$ cat src/rtl/pm_scyc_bcast.sv
module pm_scyc_bcast #(
  parameter int WAIT_STATES = 1,
  parameter int DEVSEL_TO   = 5
) (
  input  logic        clk,
  input  logic        rst_n,
  input  logic        nap_req,
  input  logic        sleep_req,
  input  logic        en_shutdown,
  input  logic        en_halt,
  input  logic [15:0] msg_data,
  input  logic        gnt_n,
  input  logic        devsel_n,
  input  logic        mabort_other,
  input  logic        rma_clr,
  output logic        req_n,
  output logic        frame_n,
  output logic        irdy_n,
  output logic [3:0]  cbe_n,
  output logic [31:0] ad,
  output logic        ad_oe,
  output logic        done,
  output logic        rma_sts
);

  localparam int CW = $clog2(DEVSEL_TO + 2);
  localparam logic [3:0]  CMD_SPECIAL = 4'b0001;
  localparam logic [15:0] CODE_SHUT   = 16'h0000;
  localparam logic [15:0] CODE_HALT   = 16'h0001;

  typedef enum logic [2:0] {S_IDLE, S_REQ, S_ADDR, S_DATA, S_LAST} st_t;

  st_t           st;
  logic [CW-1:0] cnt;
  logic          sd_pend, ht_pend;
  logic [15:0]   data_q;

  wire any_req  = sleep_req | nap_req;
  wire want_sd  = sleep_req & en_shutdown;
  wire want_ht  = any_req & en_halt;
  wire start    = (st == S_IDLE) & (want_sd | want_ht);
  wire none     = (st == S_IDLE) & any_req & ~(want_sd | want_ht);
  wire more     = sd_pend & ht_pend;
  wire in_data  = (st == S_DATA) | (st == S_LAST);
  wire [15:0] code = sd_pend ? CODE_SHUT : CODE_HALT;

  assign req_n   = ~(st == S_REQ);
  assign frame_n = ~((st == S_ADDR) | (st == S_DATA));
  assign irdy_n  = ~(((st == S_DATA) & (cnt > CW'(WAIT_STATES))) | (st == S_LAST));
  assign ad_oe   = (st == S_ADDR) | in_data;
  assign cbe_n   = (st == S_ADDR) ? CMD_SPECIAL : 4'b0000;
  assign ad      = in_data ? {data_q, code} : 32'h0;

  always_ff @(posedge clk or negedge rst_n) begin
    if (!rst_n) begin
      st      <= S_IDLE;
      cnt     <= '0;
      sd_pend <= 1'b0;
      ht_pend <= 1'b0;
      data_q  <= '0;
      done    <= 1'b0;
    end else begin
      done <= none | ((st == S_LAST) & ~more);
      case (st)
        S_IDLE: if (start) begin
          sd_pend <= want_sd;
          ht_pend <= want_ht;
          data_q  <= msg_data;
          st      <= S_REQ;
        end
        S_REQ:  if (!gnt_n) st <= S_ADDR;
        S_ADDR: begin
          cnt <= CW'(1);
          st  <= S_DATA;
        end
        S_DATA: begin
          cnt <= cnt + CW'(1);
          if ((!irdy_n && !devsel_n) || cnt == CW'(DEVSEL_TO)) st <= S_LAST;
        end
        S_LAST: begin
          if (sd_pend) sd_pend <= 1'b0;
          else         ht_pend <= 1'b0;
          st <= more ? S_REQ : S_IDLE;
        end
        default: st <= S_IDLE;
      endcase
    end
  end

  always_ff @(posedge clk or negedge rst_n) begin
    if (!rst_n)            rma_sts <= 1'b0;
    else if (rma_clr)      rma_sts <= 1'b0;
    else if (mabort_other) rma_sts <= 1'b1;
  end

  AST_ADDR_CMD: assert property (@(posedge clk) disable iff (!rst_n)
    $fell(frame_n) |-> (cbe_n == CMD_SPECIAL && ad == 32'h0 && irdy_n));
  AST_GRANT_FIRST: assert property (@(posedge clk) disable iff (!rst_n)
    $fell(frame_n) |-> $past(!req_n && !gnt_n));
  AST_CODE_LEGAL: assert property (@(posedge clk) disable iff (!rst_n)
    !irdy_n |-> ad[15:1] == 15'h0);
  AST_DATA_HOLD: assert property (@(posedge clk) disable iff (!rst_n)
    (!irdy_n && $past(!irdy_n)) |-> $stable(ad));
  AST_FRAME_TAIL: assert property (@(posedge clk) disable iff (!rst_n)
    $rose(frame_n) |-> !irdy_n);
  AST_IRDY_RELEASE: assert property (@(posedge clk) disable iff (!rst_n)
    $rose(frame_n) |=> (irdy_n && !ad_oe));
  AST_RMA_SOURCE: assert property (@(posedge clk) disable iff (!rst_n)
    $rose(rma_sts) |-> $past(mabort_other));

endmodule

$ cat config.mk
export PLATFORM = sky130hd
export DESIGN_NAME = pm_scyc_bcast
export DESIGN_NICKNAME = d
export VERILOG_FILES = /design/src/rtl/pm_scyc_bcast.sv
export SDC_FILE = /design/constraint.sdc
export NUM_CORES = 1
export LEC_CHECK = 0
export BUFFER_PORTS_ARGS = -buffer_cell sky130_fd_sc_hd__buf_2
export CAP_MARGIN = 20
export CORE_MARGIN = 10
export CORE_UTILIZATION = 50
export DETAILED_ROUTE_END_ITERATION = 10
export GPL_ROUTABILITY_DRIVEN = 0
export PLACE_DENSITY = 0.86
export SYNTH_ARGS = -nofsm -noshare
export SYNTH_HDL_FRONTEND = slang
export SYNTH_SLANG_ARGS = --single-unit
export TNS_END_PERCENT = 10
$ cat constraint.sdc
create_clock -name clk -period 3.15 [get_ports clk]
set_input_delay 0.7875 -clock clk [delete_from_list [all_inputs] [get_ports clk]]
set_output_delay 0.7875 -clock clk [all_outputs]
set_load 0.03 [all_outputs]
==> results_dict.tcl <==
set metrics [dict create \
    outcome "completed" \
    synthXorXnorAreaFrac 0 \
    via_per_inst 5.00 \
    slew_viol_final 0 \
    antennaDiodeCount 0 \
    final-setup-viol-count 0 \
    post-dp-hpwl_mm 2.79 \
    relSlewSlack 0.555 \
    drtIter0Drc 75 \
    hold_viol 0 \
    root_buffer "clkbuf_4" \
    syn_area_um2 1480 \
    totalNegativeSetupSlack_ps 0 \
    fin_crit_ps 2790 \
    final_common_cell "buf_2" \
    synth_warnings 0 \
    clk_latency_ps 320 \
    cp.required_ps 2360 \
    ys_seq_area_frac 0.441 \
    drtAntennaViolNets 0 \
    hold_path.class "in -> async" \
    p_per_area_nw_per_um2 1090 \
    p_leak_nw 0.881 \
    ir_drop_v 0.000811 \
    cts_tree "built" \
    core_um2 2780 \
    crit_path_max_fanout 17 \
    start_util 0.531 \
    gr-total-overflow 0 \
    syn2layout_area_growth_pct 13.3 \
    portBuffers 49 \
    tightest_slew_ps 666 \
    postCtsResizedCells 0 \
    syn_inst 135 \
    vias 1059 \
    die_x_um 74.3 \
    cts_buffers 3 \
    yosys.area_share.simple 0.169 \
    synth_mux_area_frac 0.152 \
    pre_cts_ws_ps 729 \
    nets 211 \
    most-common-layout-cells "buf_2, dfrtp_1, conb_1, and2_1, nand2_1" \
    endpoint_kind "output pin" \
    hold_buffers 0 \
    drt-total-wl_mm 3.43 \
    period_share 0.885 \
    antenna_found_initial 0 \
    clk_path_buf_depth 2 \
    wl_per_cell_um 16.2 \
    ys_types 34 \
    drc 0 \
    grt_usage 0.122 \
    grt_pass1_vias 1145 \
    numClockSinks 26 \
    crit_type "reg -> out" \
    fin_skew_ps 6.54 \
    synth_compound_area_frac 0.0932 \
    synth.avg_cell_area_um2 10.9 \
    fmax_mhz 359 \
    drive_gt1_frac 0.403 \
    first_pass_iters 4 \
    drv_cap 0 \
    grt_max_degree 27 \
    fin_ws_ps 363 \
    cp.arrival_ps 2000 \
    grt_setup_unrepaired "false" \
    cts_setup_buffers 0 \
    die_area_um2 5530 \
    cts_htree_levels 1 \
    ios 68 \
    die_h_um 74.3 \
    yosys.area_share.adder 0.0169 \
    rows 19 \
    start_kind "register" \
    clkTransAtPathRegs_ps 140 \
    synth_top_family_by_area "simple AND/OR/NAND/NOR gates" \
    ys_ff_latch 26 \
    worstRegToRegCells 3 \
    grt_pass1_wl_mm 5.40 \
]
[state kept, by name, indices dropped and copies added (netlist names)]
| register | cells |
|---|---|
| rma_sts | 1 |
| st | 3 |
| data_q | 16 |
| cnt | 3 |
| ht_pend | 1 |
| done | 1 |
| sd_pend | 1 |
[final cells by class]
type / instances / area, um2
well taps: 31 / 38.8
flip-flops and latches: 26 / 651
repair buffers: 49 / 245
inverters: 3 / 11.3
fillers: 240 / 1110
clock buffers: 3 / 22.5
multi-input cells: 100 / 704
[final timing paths]
check,from,to,slack (ps)
max in group asynchronous,rst_n,data_q[4],2330
hold reg to reg,rma_sts,rma_sts,510
min in group clk,rma_sts,rma_sts,510
setup reg to reg,st[0],data_q[2],1090
hold / removal,rst_n,cnt[2],440
setup / recovery,st[0],ad[30],360
[worst max-delay path, stage by stage (launching register included)]
cell and delay, ps:
dfrtp_1 520, or3b_1 530, nand2_2 260, and2_1 160, buf_2 200
[routing by layer]
layer	share of wire	wire [um]	vias to the layer above	GRT usage
li1	-	-	516	-
met1	0.39	1320	495	0.136
met2	0.50	1710	46	0.210
met3	0.11	383	2	0.0585
met4	0.0035	12	0	0.0183
met5	0	0	-	0
[through the flow]
stage	instance area [um2]	hold slack (ps)	total power, mW	cells	utilization
global route	1670	478	1.95	212	0.601
global placement	1650	469	1.66	209	0.593
CTS	1670	458	1.84	212	0.601
floorplan	1540	472	1.46	152	-
finish	1670	441	1.82	212	0.601
detailed placement	1650	480	1.70	209	0.593
[synthesized netlist by cell type, drive strengths merged]
master  count  share of area
a211oi      1         0.0051
a21o        2          0.010
a21oi       3          0.018
a22o        1         0.0059
and2       16          0.068
and4        1         0.0059
and4bb      1         0.0085
buf        22           0.12
clkbuf      1         0.0025
conb        1         0.0025
dfrtp      26           0.44
ha          2          0.017
inv         3         0.0076
mux2       16           0.14
mux2i       1         0.0068
nand2      11          0.030
nand2b      1         0.0042
nand3       1         0.0034
nand3b      1         0.0051
nor2        6          0.015
nor3        1         0.0034
o21ai       6          0.020
o21ba       1         0.0068
o21bai      2          0.010
o22ai       4          0.017
or2b        1         0.0051
or3         1         0.0076
or3b        1         0.0059
or4bb       1         0.0076
[report_power, final]
group / switching, mW / internal [mW] / leakage, nW
sequential: 0.130 / 0.495 / 0.312
combinational: 0.630 / 0.429 / 0.556
clock: 0.0946 / 0.0448 / 0.0138
total: 0.854 / 0.968 / 0.881
[cell families (layout without fill, tap and decap cells)]
group / after synthesis / count (layout)
buf+inv: 26 / 55
flops: 26 / 26
simple gates: 43 / 43
other cells: 1 / 18
compound gates: 20 / 20
fa+ha+maj: 2 / 2
mux: 17 / 17
Note: power is estimated with default switching activity, not from simulation.
